==> src/rtl/dmi_pkg.sv <==
package dmi_pkg;
  localparam int unsigned IX_IRQ_STAT = 0;
  localparam int unsigned IX_RAW      = 1;
  localparam int unsigned IX_IRQ_SET  = 2;
  localparam int unsigned IX_IRQ_CLR  = 3;
  localparam int unsigned IX_SW_SET   = 4;
  localparam int unsigned IX_SW_CLR   = 5;
  localparam int unsigned IX_FIQ_STAT = 8;
  localparam int unsigned IX_FIQ_RAW  = 9;
  localparam int unsigned IX_FIQ_SET  = 10;
  localparam int unsigned IX_FIQ_CLR  = 11;
  localparam int unsigned N_LINES     = 2;
  localparam int unsigned LINE_IRQ    = 0;
  localparam int unsigned LINE_FIQ    = 1;
endpackage

==> src/rtl/dmi_mask_bank.sv <==
module dmi_mask_bank #(
  parameter int unsigned W = 32
) (
  input  logic         clk,
  input  logic         rst_n,
  input  logic         set_i,
  input  logic         clr_i,
  input  logic [W-1:0] val_i,
  output logic [W-1:0] mask_o
);
  logic [W-1:0] mask_q, mask_d;
  logic         mask_en;

  assign mask_en = set_i | clr_i;

  always_comb begin
    mask_d = mask_q;
    if (set_i)      mask_d = mask_q | val_i;
    else if (clr_i) mask_d = mask_q & ~val_i;
  end

  always_ff @(posedge clk or negedge rst_n) begin
    if (!rst_n)       mask_q <= '0;
    else if (mask_en) mask_q <= mask_d;
  end

  assign mask_o = mask_q;

  // The same bank serves the fast line.
  AST_MASK_SET: assert property (@(posedge clk) disable iff (!rst_n)
    set_i |=> ((mask_o & $past(val_i)) == $past(val_i)));
  AST_MASK_CLR: assert property (@(posedge clk) disable iff (!rst_n)
    (clr_i && !set_i) |=> ((mask_o & $past(val_i)) == '0));
  AST_MASK_HOLD: assert property (@(posedge clk) disable iff (!rst_n)
    (!set_i && !clr_i) |=> $stable(mask_o));
endmodule

==> src/rtl/dmi_level_src.sv <==
module dmi_level_src #(
  parameter int unsigned W = 32
) (
  input  logic         clk,
  input  logic         rst_n,
  input  logic [W-1:0] src_i,
  input  logic         sw_set_i,
  input  logic         sw_clr_i,
  output logic [W-1:0] level_o
);
  logic [W-1:0] src_q;
  logic         sw_q, sw_d;

  always_comb begin
    sw_d = sw_q;
    if (sw_set_i)      sw_d = 1'b1;
    else if (sw_clr_i) sw_d = 1'b0;
  end

  always_ff @(posedge clk or negedge rst_n) begin
    if (!rst_n) begin
      src_q <= '0;
      sw_q  <= 1'b0;
    end else begin
      src_q <= src_i;
      if (sw_set_i | sw_clr_i) sw_q <= sw_d;
    end
  end

  assign level_o = {src_q[W-1:1], src_q[0] | sw_q};

  AST_SW_RAISE: assert property (@(posedge clk) disable iff (!rst_n)
    sw_set_i |=> level_o[0]);
  AST_SW_DROP: assert property (@(posedge clk) disable iff (!rst_n)
    (sw_clr_i && !sw_set_i) |=> (level_o[0] == $past(src_i[0])));
  AST_RAW_FOLLOW: assert property (@(posedge clk) disable iff (!rst_n)
    1'b1 |=> (level_o[W-1:1] == $past(src_i[W-1:1])));
endmodule

==> src/rtl/dual_mask_intc.sv <==
module dual_mask_intc #(
  parameter int unsigned NSRC   = 32,
  parameter int unsigned ADDR_W = 4
) (
  input  logic              clk,
  input  logic              rst_n,
  input  logic [NSRC-1:0]   src_i,
  input  logic              wr_en_i,
  input  logic              rd_en_i,
  input  logic [ADDR_W-1:0] addr_i,
  input  logic [NSRC-1:0]   wr_data_i,
  output logic [NSRC-1:0]   rd_data_o,
  output logic              irq_o,
  output logic              fiq_o
);
  import dmi_pkg::*;

  localparam logic [ADDR_W-1:0] A_IRQ_STAT = ADDR_W'(IX_IRQ_STAT);
  localparam logic [ADDR_W-1:0] A_RAW      = ADDR_W'(IX_RAW);
  localparam logic [ADDR_W-1:0] A_IRQ_SET  = ADDR_W'(IX_IRQ_SET);
  localparam logic [ADDR_W-1:0] A_IRQ_CLR  = ADDR_W'(IX_IRQ_CLR);
  localparam logic [ADDR_W-1:0] A_SW_SET   = ADDR_W'(IX_SW_SET);
  localparam logic [ADDR_W-1:0] A_SW_CLR   = ADDR_W'(IX_SW_CLR);
  localparam logic [ADDR_W-1:0] A_FIQ_STAT = ADDR_W'(IX_FIQ_STAT);
  localparam logic [ADDR_W-1:0] A_FIQ_RAW  = ADDR_W'(IX_FIQ_RAW);
  localparam logic [ADDR_W-1:0] A_FIQ_SET  = ADDR_W'(IX_FIQ_SET);
  localparam logic [ADDR_W-1:0] A_FIQ_CLR  = ADDR_W'(IX_FIQ_CLR);

  logic [N_LINES-1:0] set_hit, clr_hit;
  logic [NSRC-1:0]    mask [N_LINES];
  logic [N_LINES-1:0] req;
  logic [NSRC-1:0]    level;
  logic               sw_set, sw_clr;
  logic [NSRC-1:0]    rd_d, rd_q;

  assign set_hit[LINE_IRQ] = wr_en_i && (addr_i == A_IRQ_SET);
  assign clr_hit[LINE_IRQ] = wr_en_i && (addr_i == A_IRQ_CLR);
  assign set_hit[LINE_FIQ] = wr_en_i && (addr_i == A_FIQ_SET);
  assign clr_hit[LINE_FIQ] = wr_en_i && (addr_i == A_FIQ_CLR);
  assign sw_set = wr_en_i && (addr_i == A_SW_SET) && wr_data_i[0];
  assign sw_clr = wr_en_i && (addr_i == A_SW_CLR) && wr_data_i[0];

  dmi_level_src #(.W(NSRC)) u_level (
    .clk(clk), .rst_n(rst_n), .src_i(src_i),
    .sw_set_i(sw_set), .sw_clr_i(sw_clr), .level_o(level)
  );

  for (genvar g = 0; g < N_LINES; g++) begin : g_line
    dmi_mask_bank #(.W(NSRC)) u_bank (
      .clk(clk), .rst_n(rst_n), .set_i(set_hit[g]), .clr_i(clr_hit[g]),
      .val_i(wr_data_i), .mask_o(mask[g])
    );
    assign req[g] = |(level & mask[g]);
  end

  assign irq_o = req[LINE_IRQ];
  assign fiq_o = req[LINE_FIQ];

  always_comb begin
    rd_d = '0;
    unique case (addr_i)
      A_IRQ_STAT: rd_d = level & mask[LINE_IRQ];
      A_RAW:      rd_d = level;
      A_IRQ_SET:  rd_d = mask[LINE_IRQ];
      A_SW_SET:   rd_d = {{(NSRC-1){1'b0}}, level[0]};
      A_FIQ_STAT: rd_d = level & mask[LINE_FIQ];
      A_FIQ_RAW:  rd_d = level;
      A_FIQ_SET:  rd_d = mask[LINE_FIQ];
      default:    rd_d = '0;
    endcase
  end

  always_ff @(posedge clk or negedge rst_n) begin
    if (!rst_n)       rd_q <= '0;
    else if (rd_en_i) rd_q <= rd_d;
  end

  assign rd_data_o = rd_q;

  AST_IRQ_NEEDS_MASK: assert property (@(posedge clk) disable iff (!rst_n)
    irq_o |-> (mask[LINE_IRQ] != '0));
  AST_FIQ_NEEDS_MASK: assert property (@(posedge clk) disable iff (!rst_n)
    fiq_o |-> (mask[LINE_FIQ] != '0));
  AST_STATUS_WR_INERT: assert property (@(posedge clk) disable iff (!rst_n)
    (wr_en_i && (addr_i == A_IRQ_STAT || addr_i == A_FIQ_STAT))
      |=> ($stable(mask[LINE_IRQ]) && $stable(mask[LINE_FIQ])));
  AST_BAD_RD_ZERO: assert property (@(posedge clk) disable iff (!rst_n)
    (rd_en_i && (addr_i == A_IRQ_CLR || addr_i == A_SW_CLR || addr_i == A_FIQ_CLR))
      |=> (rd_data_o == '0));
  AST_RD_HOLD: assert property (@(posedge clk) disable iff (!rst_n)
    !rd_en_i |=> $stable(rd_data_o));
endmodule

==> config.mk <==
export PLATFORM = sky130hd
export DESIGN_NAME = dual_mask_intc
export DESIGN_NICKNAME = d
export VERILOG_FILES = /design/src/rtl/dmi_pkg.sv /design/src/rtl/dmi_mask_bank.sv /design/src/rtl/dmi_level_src.sv /design/src/rtl/dual_mask_intc.sv
export SDC_FILE = /design/constraint.sdc
export NUM_CORES = 1
export LEC_CHECK = 0
export BUFFER_PORTS_ARGS = -buffer_cell sky130_fd_sc_hd__buf_4
export CAP_MARGIN = 30
export CELL_PAD_IN_SITES_DETAIL_PLACEMENT = 0
export CELL_PAD_IN_SITES_GLOBAL_PLACEMENT = 1
export CORE_ASPECT_RATIO = 0.75
export CORE_MARGIN = 10
export CORE_UTILIZATION = 31
export DETAILED_ROUTE_END_ITERATION = 8
export GPL_ROUTABILITY_DRIVEN = 1
export HOLD_SLACK_MARGIN = 0.08
export PLACE_DENSITY_LB_ADDON = 0.1
export SYNTH_ARGS = -nofsm -noshare
export SYNTH_HDL_FRONTEND = slang
export SYNTH_SLANG_ARGS = --single-unit
==> constraint.sdc <==
create_clock -name clk -period 2.55 [get_ports clk]
set_clock_uncertainty 0.2 [all_clocks]
set_input_delay 0.255 -clock clk [delete_from_list [all_inputs] [get_ports clk]]
set_output_delay 0.255 -clock clk [all_outputs]
set_load 0.01 [all_outputs]
==> impl_metrics.tcl, run 1 <==
set metrics [dict create \
    drtAntennaViolNets 0 \
    clkTransAtPathRegs_ns 0.06 \
    worstPathRequired_ns 2.10 \
    synthTopCellsByArea "dfrtp_1 59%, o21ai_0 5.3%, o2bb2ai_1 4.9%" \
    dr.first_iter.drc_count 432 \
    antenna_found_initial 0 \
    port_buffers 105 \
    dp_hpwl_um 13290 \
    worst-r2r-cell-count 5 \
    place_inst 833 \
    grtUsageTotal 0.1696 \
    syn-num-nets 586 \
    overflow 0 \
    core_area_um2 17550 \
    final_layout_size_suffix_gt1_frac 0.2171 \
    fin_ws_ns 0.1408 \
    cellPowerDensity_nw_per_um2 783.3 \
    leakagePower_uw 0.003274 \
    fin_tns_setup_ns 0 \
    status "finished, final reports clean" \
    hold_depth 4 \
    syn_inst 514 \
    nNetsFinal 751 \
    wl_um 19540 \
    cts_tree "built" \
    synth_seq_area_share 0.5869 \
    period_needed_ns 2.409 \
    crit_fanout 3 \
    worstPathCellList "a22oi_1 > nand4_1 > nor4_1 > nand2_1 > buf_4" \
    synth_top_cell_by_area "dfrtp_1" \
    gp_congestion 0.7773 \
    grt_pass1_wl_um 30710 \
    yosys_warnings 0 \
    antennaDiodeCount 0 \
    pre_cts_ws_ns 0.5694 \
    dieHeight_um 135.4 \
    synth_top_area_frac 0.5869 \
    crit_path_top_delay_cell "dfrtp_1" \
    io_pins 106 \
    hp-start "addr_i[2]" \
    r2r_end "rd_data_o[0]$_DFFE_PN0P_" \
    cts_buffers 17 \
    rsz0062_at_grt "no" \
    rows 42 \
    drv_cap 0 \
    synth_area_per_cell_um2 10.70 \
    crit_path_start_kind "flip-flop" \
    r2r_slack_ns 0.82 \
    peakVddDrop_v 0.0003913 \
    grt_max_degree 55 \
    crit_path_max_incr_delay_ns 0.42 \
    worst_pin_slew_ns 0.5547 \
    via_per_inst 5.177 \
    r2r-start "u_level.sw_q$_DFFE_PN0P_" \
    n_fill_cell 1665 \
    slew_headroom 0.6302 \
    die_area_um2 23530 \
    initial_utilization 0.3134 \
    synthToLayoutAreaGrowth_pct 41.42 \
    dr.pass1.iters 7 \
    wl_met1_um 9622 \
    hold_path_class "primary input to flip-flop" \
    drc_errors 0 \
    wl_met3_um 1108 \
    grt_pass1_vias 5080 \
    yosysUniqueCellTypes 26 \
    dieWidth_um 173.8 \
    post_drt_wl_per_cell_um 20.94 \
    netlist_area_um2 5500 \
    finalHoldViolations 0 \
    vias 4830 \
    fin_crit_sh 0.9448 \
    htreeDepth 4 \
    top_layer_used "met4" \
    dr_wl_met2_um 8568 \
    root_buffer "clkbuf_16" \
    min_delay_worst_endpoint "u_level.sw_q$_DFFE_PN0P_" \
    setup_violations 0 \
    clk_latency_ns 0.42 \
    crit_arrival_ns 1.95 \
    stdcell_count 933 \
    ys_ff_latch 129 \
    finalMaxSlewViolations 0 \
    cts_sinks 129 \
    clockBufferDepth 2 \
    endpoint_kind "output pin" \
    fmax_mhz 415.1 \
    crit_type "flip-flop to output pin" \
]
power by group:
group	total, uW	leakage, uW	switching, uW	internal (uW)
clock network	2490	0.000293	914	1580
registers	2640	0.00158	287	2350
logic	961	0.00140	479	482
timing repair:
action	4_1_cts	5_1_grt
hold buffers	69	0
setup buffers	0	0
hold endpoints to repair	227	0
setup endpoints to repair	0	1
gates resized for setup	0	1
worst max-delay path: cells and delay by family, from the launching register on:
kind            cells  cell delay [ns]
simple gates        3             0.63
flops               1             0.42
compound gates      1             0.32
buf+inv             1             0.17
cell usage after synthesis:
master / number
o2bb2ai_1: 31
clkbuf_2: 2
buf_4: 5
a211oi_1: 32
nor2b_1: 31
buf_2: 9
a211oi_2: 1
o21ai_1: 6
nor2_1: 3
buf_6: 7
a21oi_1: 35
clkbuf_1: 17
nor4_1: 3
and4b_1: 1
inv_2: 1
a222oi_1: 2
nand2_1: 63
and4bb_2: 1
nor3_1: 2
a22oi_1: 28
o211ai_1: 1
nand3_1: 4
o21ai_0: 58
a31oi_1: 35
nand4_1: 7
dfrtp_1: 129
worst max path at each step:
| stage | slack (ns) | start | depth (start not counted) | endpoint |
|---|---|---|---|---|
| 2_1_floorplan | 1.09 | u_level.src_q[7]$_DFF_PN0_ | 4 | fiq_o |
| 3_3_place_gp | 0.57 | u_level.src_q[18]$_DFF_PN0_ | 5 | fiq_o |
| 3_5_place_dp | 0.57 | u_level.src_q[18]$_DFF_PN0_ | 5 | fiq_o |
| 4_1_cts | 0.12 | u_level.src_q[18]$_DFF_PN0_ | 5 | fiq_o |
| 5_1_grt | 0.04 | u_level.src_q[20]$_DFF_PN0_ | 5 | fiq_o |
| 6_report | 0.14 | u_level.src_q[27]$_DFF_PN0_ | 5 | irq_o |
area by class of cell:
cell class	count	area [um^2]	area share
multi-input cells	344	2038	0.2620
clock inverters	10	135.1	0.01737
clock buffers	21	460.4	0.05919
repair buffers	186	1610	0.2070
well taps	242	302.8	0.03893
inverters	1	3.754	0.0004825
flip-flops and latches	129	3228	0.4150
per-stage QoR:
stage / total power [uW] / util / area [um^2] / hold slack, ns
global placement: 3541 / 0.3696 / 6487 / 0.07358
detailed placement: 3554 / 0.3696 / 6487 / 0.06518
global route: 6386 / 0.4432 / 7779 / 0.1113
floorplan: 3062 / - / 5500 / -0.2406
finish: 6093 / 0.4432 / 7779 / 0.09033
CTS: 6138 / 0.4429 / 7774 / 0.08311
layer usage:
metal	GRT usage	vias up
met5	0	-
met4	0.05827	0
met3	0.04067	21
met2	0.2509	174
met1	0.2380	2371
li1	-	2264
cell families (layout without fill, tap and decap cells):
group,after synthesis,after routing,share of synthesized area
AO/OA/AOI/OAI,229,229,0.2684
buffers and inverters,41,218,0.04345
flip-flops,129,129,0.5869
AND/OR/NAND/NOR,115,115,0.1012
placed cells by master (no fill, tap or decap), types with 6 or more instances in the layout:
master,instances
dfrtp_1,129
buf_4,113
dlygate4sd3_1,69
nand2_1,63
o21ai_0,58
a21oi_1,35
a31oi_1,35
a211oi_1,32
nor2b_1,31
o2bb2ai_1,31
a22oi_1,27
clkbuf_16,17
nand4_1,7
o21ai_1,6
Power figures use the tool's default switching activity.
==> run 2, diff against run 1 <==
- ABC_AREA: default -> 1
==> run 2 against run 1 <==
  * Global-route usage fell by 1.6 points
  * Critical path type is now primary input to flip-flop
  * Sequential power down 3%
  * Final cell count up 21%
  * Critical path depth grew 1
  * Clock power about the same
==> impl_metrics.tcl, run 2 <==
set metrics [dict create \
    cts_buffers 17 \
    synthTopCellsByCount "216 x nand2_1, 129 x dfrtp_1, 90 x o21ai_1, 62 x o21ai_2, 41 x inv_1" \
    dieWidth_um 184.0 \
    die_area_um2 26300 \
    cts_setup_buffers 0 \
    dr.pass1.iters 4 \
    setup_violations 0 \
    rows 44 \
    fmax_mhz 454.3 \
    io_pins 106 \
    antennaDiodeCount 0 \
    worstPathCellList "dlygate4sd3_1 > buf_4 > inv_2 > buf_4 > nand4_4 > o21ai_0" \
    syn-num-nets 760 \
    clkTransAtPathRegs_ns 0.06 \
    layout_common_cells "216 x nand2_1, 129 x dfrtp_1, 116 x buf_4" \
    clk_latency_ns 0.42 \
    async_flop_share 1.000 \
    cts-resized-gates 0 \
    overflow 0 \
    drc_errors 0 \
    crit_arrival_ns 2.31 \
    synth_edf_count 0 \
    wl_um 19240 \
    post_drt_wl_per_cell_um 17.11 \
    synthTopCellsByArea "dfrtp_1 52%, nand2_1 13%, o21ai_2 8.7%" \
    peakVddDrop_v 0.0003892 \
    crit_fanout 32 \
    netlist_area_um2 6251 \
    place_inst 1024 \
    crit_path_frequent_cell "buf_4" \
    dp_hpwl_um 12690 \
    crit_path_top_delay_cell "nand4_4" \
    status "finished, final reports clean" \
    synth_top_family_by_area "simple AND/OR/NAND/NOR gates" \
    synth-simple-area-share 0.2128 \
    period_needed_ns 2.201 \
    grtUsageTotal 0.1531 \
    synth_ff_type "dfrtp_1" \
    drtAntennaViolNets 0 \
    finalMaxSlewViolations 0 \
    synth_top_area_frac 0.5164 \
    dr.first_iter.drc_count 410 \
    nNetsFinal 931 \
    hold_path_class "primary input to flip-flop" \
    worstPathRequired_ns 2.66 \
    ys_ff_latch 129 \
    synth_area_per_cell_um2 9.086 \
    antenna_found_initial 0 \
    power.total_uw 6173 \
    dieHeight_um 143.0 \
    core_area_um2 19600 \
    n_fill_cell 1943 \
    vias 5225 \
    cts_sinks 129 \
    port_buffers 105 \
    via_per_inst 4.644 \
    holdBufCountCts 69 \
    final_common_cell "nand2_1" \
    endpoint_kind "flip-flop" \
    holdWs_ns 0.1199 \
    synth_seq_area_share 0.5164 \
    slew_headroom 0.4700 \
    stdcell_count 1125 \
    crit_path_start_kind "primary input" \
    cellPowerDensity_nw_per_um2 727.7 \
    clockBufferDepth 2 \
    initial_utilization 0.3189 \
    synthAdderAreaFrac 0 \
    cts_tree "built" \
    fin_tns_setup_ns 0 \
    yosys_warnings 0 \
    synth_top_cell_by_area "dfrtp_1" \
    crit_path_max_incr_delay_ns 0.61 \
    yosysUniqueCellTypes 25 \
    grt_max_degree 130 \
    final_layout_size_suffix_gt1_frac 0.2833 \
    synth.most_common_cell "nand2_1" \
    synth-xor-area-share 0 \
    htreeDepth 4 \
    gp_congestion 0.7758 \
    leakagePower_uw 0.003974 \
    syn_inst 688 \
    synthToLayoutAreaGrowth_pct 35.71 \
    grt_pass1_wl_um 31470 \
    root_buffer "clkbuf_16" \
    fin_util 0.4328 \
    grt_pass1_vias 5629 \
    drv_cap 0 \
    worst_pin_slew_ns 0.7950 \
    muxShareOfSynthArea 0 \
    synth_compound_area_frac 0.1954 \
    fin_crit_sh 0.8632 \
    finalHoldViolations 0 \
    rsz0062_at_grt "no" \
    crit_type "primary input to flip-flop" \
]
run 2: changes by cell type in the layout (fill, tap and decap cells not counted), sizes merged, moves of 16 or more:
| cell | delta |
|---|---|
| a211oi | -33 |
| a21oi | -33 |
| a22oi | -28 |
| a31oi | -35 |
| inv | +43 |
| nand2 | +154 |
| nand3 | +38 |
| nor2 | +16 |
| nor2b | -31 |
| o21ai | +128 |
| o2bb2ai | -31 |
run 2: per-layer routing:
metal | track usage | up-vias | share of wire
li1 | - | 2632 | -
met1 | 0.2068 | 2475 | 0.49
met2 | 0.2328 | 102 | 0.45
met3 | 0.04056 | 16 | 0.046
met4 | 0.05032 | 0 | 0.013
met5 | 0 | - | 0
run 2: area by class of cell:
| type | instances | area (um^2) | share of cell area |
|---|---|---|---|
| clock buffer | 19 | 432.9 | 0.05103 |
| clock inverter | 13 | 163.9 | 0.01932 |
| inverter | 45 | 188.9 | 0.02227 |
| multi-input combinational | 479 | 2551 | 0.3007 |
| sequential | 129 | 3228 | 0.3805 |
| tap | 253 | 316.6 | 0.03732 |
| timing repair buffer | 187 | 1602 | 0.1888 |
run 2: path summary, 6_finish.rpt:
| check | from | to | slack, ns | cells after the start |
|---|---|---|---|---|
| setup / recovery | addr_i[0] | flip-flop | 0.35 | 6 |
| hold / removal | addr_i[1] | rd_data_o[8]$_DFFE_PN0P_ | 0.12 | 3 |
| setup reg to reg | u_level.sw_q$_DFFE_PN0P_ | u_level.sw_q$_DFFE_PN0P_ | 1.18 | 3 |
| hold reg to reg | rd_data_o[5]$_DFFE_PN0P_ | rd_data_o[5]$_DFFE_PN0P_ | 0.29 | 2 |
| max in group asynchronous | rst_n | async pin | 1.26 | 3 |
| min in group asynchronous | rst_n | u_level.src_q[30]$_DFF_PN0_ | 0.25 | 3 |
run 2: per-stage QoR:
stage	area [um^2]	setup WS, ns
floorplan	6251	1.272
global placement	7196	0.5086
detailed placement	7196	0.4696
CTS	8483	0.3595
global route	8483	0.2244
finish	8483	0.3488
run 2: worst max-delay path, delay by kind of cell:
| kind | cells | cell delay (ns) |
|---|---|---|
| AND/OR/NAND/NOR | 1 | 0.61 |
| buffers and inverters | 4 | 1.06 |
| AO/OA/AOI/OAI | 1 | 0.38 |
run 2: cells by family (layout without fill, tap and decap cells):
logic type	Yosys count	after routing
flops	129	129
buf+inv	80	264
simple gates	284	284
compound gates	195	195
run 2: power by group:
group          internal [uW]  switching (uW)  total (uW)
registers               2330             231        2560
logic                    522             599        1120
clock network           1540             954        2490
total                   4390            1780        6170
==> run 3, diff against run 2 <==
- CORE_MARGIN: 10 -> 3
- PLACE_DENSITY_LB_ADDON: 0.1 -> 0.08
==> run 3 against run 2 <==
  * Routed wire length down 2.8%
  * Via count hardly changed
  * Non-clock buffer count rose by 4
  * Global-route usage is 2.6 points higher
  * Hold slack worse by 0.021 ns
  * Largest cell class unchanged
==> impl_metrics.tcl, run 3 (same netlist as run 2, synthesis figures left out) <==
set metrics [dict create \
    grt_max_degree 46 \
    status "finished, final reports clean" \
    synthToLayoutAreaGrowth_pct 36.17 \
    drtAntennaViolNets 0 \
    htreeDepth 4 \
    rsz0062_at_grt "no" \
    final_common_cell "nand2_1" \
    cellPowerDensity_nw_per_um2 725.7 \
    period_needed_ns 2.217 \
    dieHeight_um 129.0 \
    clkTransAtPathRegs_ns 0.06 \
    crit_arrival_ns 2.33 \
    grtUsageTotal 0.1795 \
    layout_common_cells "216 x nand2_1, 129 x dfrtp_1, 121 x buf_4" \
    r2r_end "u_level.sw_q$_DFFE_PN0P_" \
    holdBufCountCts 68 \
    grt_pass1_wl_um 30100 \
    fmax_mhz 451.0 \
    peakVddDrop_v 0.0004495 \
    grt_pass1_vias 5474 \
    wl_um 18710 \
    nNetsFinal 935 \
    combPwrFrac 0.182 \
    min_delay_worst_endpoint "rd_data_o[24]$_DFFE_PN0P_" \
    holdWs_ns 0.09882 \
    cts_setup_buffers 0 \
    r2r-start "u_level.sw_q$_DFFE_PN0P_" \
    hp-start "addr_i[1]" \
    antennaDiodeCount 0 \
    final_layout_size_suffix_gt1_frac 0.2865 \
    post_drt_wl_per_cell_um 16.57 \
    crit_fanout 32 \
    hold_depth 4 \
    dieWidth_um 170.0 \
    via_per_inst 4.630 \
    dr.first_iter.drc_count 239 \
    antenna_found_initial 0 \
    leakagePower_uw 0.003996 \
    dp_hpwl_um 12400 \
    worst-r2r-cell-count 3 \
    gp_congestion 0.7621 \
    initial_utilization 0.3198 \
    rows 44 \
    place_inst 1029 \
    seq_power_share 0.415 \
    swShare 0.2815 \
    dr.pass1.iters 4 \
    crit_type "primary input to flip-flop" \
    cts_buffers 17 \
    cts_tree "built" \
    pre_cts_ws_ns 0.4658 \
    core_area_um2 19540 \
    crit_path_start_kind "primary input" \
    port_buffers 105 \
    intPower_uw 4438 \
    cts_sinks 129 \
    worst_pin_slew_ns 0.8271 \
    endpoint_kind "flip-flop" \
    stdcell_count 1129 \
    finalHoldViolations 0 \
    clockBufferDepth 2 \
    worstPathRequired_ns 2.66 \
    slew_headroom 0.4476 \
    p_sw_uw 1739 \
    clk_latency_ns 0.42 \
    hold_path_class "primary input to flip-flop" \
    cts-resized-gates 0 \
    io_pins 106 \
    fin_crit_sh 0.8695 \
    fin_ws_ns 0.3327 \
    root_buffer "clkbuf_16" \
    die_area_um2 21920 \
    drc_errors 0 \
    drv_cap 0 \
    vias 5227 \
    overflow 0 \
    r2r_slack_ns 1.16 \
    fin_util 0.4355 \
    finalMaxSlewViolations 0 \
    power.share.clock 0.404 \
    setup_violations 0 \
    fin_tns_setup_ns 0 \
]
run 3: cell types whose count changed in the layout (fill, tap and decap cells not counted):
cell | previous run | this run
clkbuf_1 | 2 | 3
dlygate4sd3_1 | 69 | 68
buf_4 | 116 | 121
clkbuf_8 | 0 | 2
clkinv_4 | 5 | 1
clkinv_2 | 3 | 4
run 3: power by group through the flow:
| stage | Clock, uW | Sequential, uW | Combinational [uW] |
|---|---|---|---|
| after floorplan | 0 | 2550 | 662 |
| after global placement | 0 | 2590 | 1040 |
| after detailed placement | 0 | 2590 | 1060 |
| after CTS | 2550 | 2560 | 1150 |
| after global routing | 2640 | 2600 | 1280 |
| final | 2490 | 2560 | 1120 |
run 3: critical path: stages:
cell,delay [ns]
dlygate4sd3_1,0.55
buf_4,0.17
inv_2,0.08
buf_4,0.30
nand4_4,0.61
o21ai_0,0.37
run 3: per-layer routing:
| metal | vias up | global-route usage | wire length (um) |
|---|---|---|---|
| met1 | 2468 | 0.2522 | 9382 |
| li1 | 2644 | - | - |
| met5 | - | 0 | 0 |
| met3 | 17 | 0.03194 | 702 |
| met4 | 0 | 0.05579 | 209 |
| met2 | 98 | 0.2842 | 8418 |
run 3: per-stage QoR:
| step | total power [uW] | instance area (um^2) |
|---|---|---|
| after floorplan | 3216 | 6251 |
| after global placement | 3624 | 7233 |
| after detailed placement | 3652 | 7233 |
| after CTS | 6258 | 8512 |
| after global routing | 6524 | 8512 |
| final | 6177 | 8512 |
run 3: area by class of cell:
cell class	count	area, um^2
clock buffers	22	464.2
clock inverters	10	133.9
fillers	1932	11030
inverters	45	188.9
multi-input cells	479	2551
flip-flops and latches	129	3228
well taps	253	316.6
repair buffers	191	1629
run 3: worst max path at each step:
stage	start	endpoint	slack [ns]
2_1_floorplan	flip-flop	irq_o	1.27
3_3_place_gp	addr_i[0]	flip-flop	0.49
3_5_place_dp	addr_i[0]	flip-flop	0.47
4_1_cts	addr_i[0]	flip-flop	0.35
5_1_grt	addr_i[0]	flip-flop	0.17
6_report	addr_i[0]	flip-flop	0.33
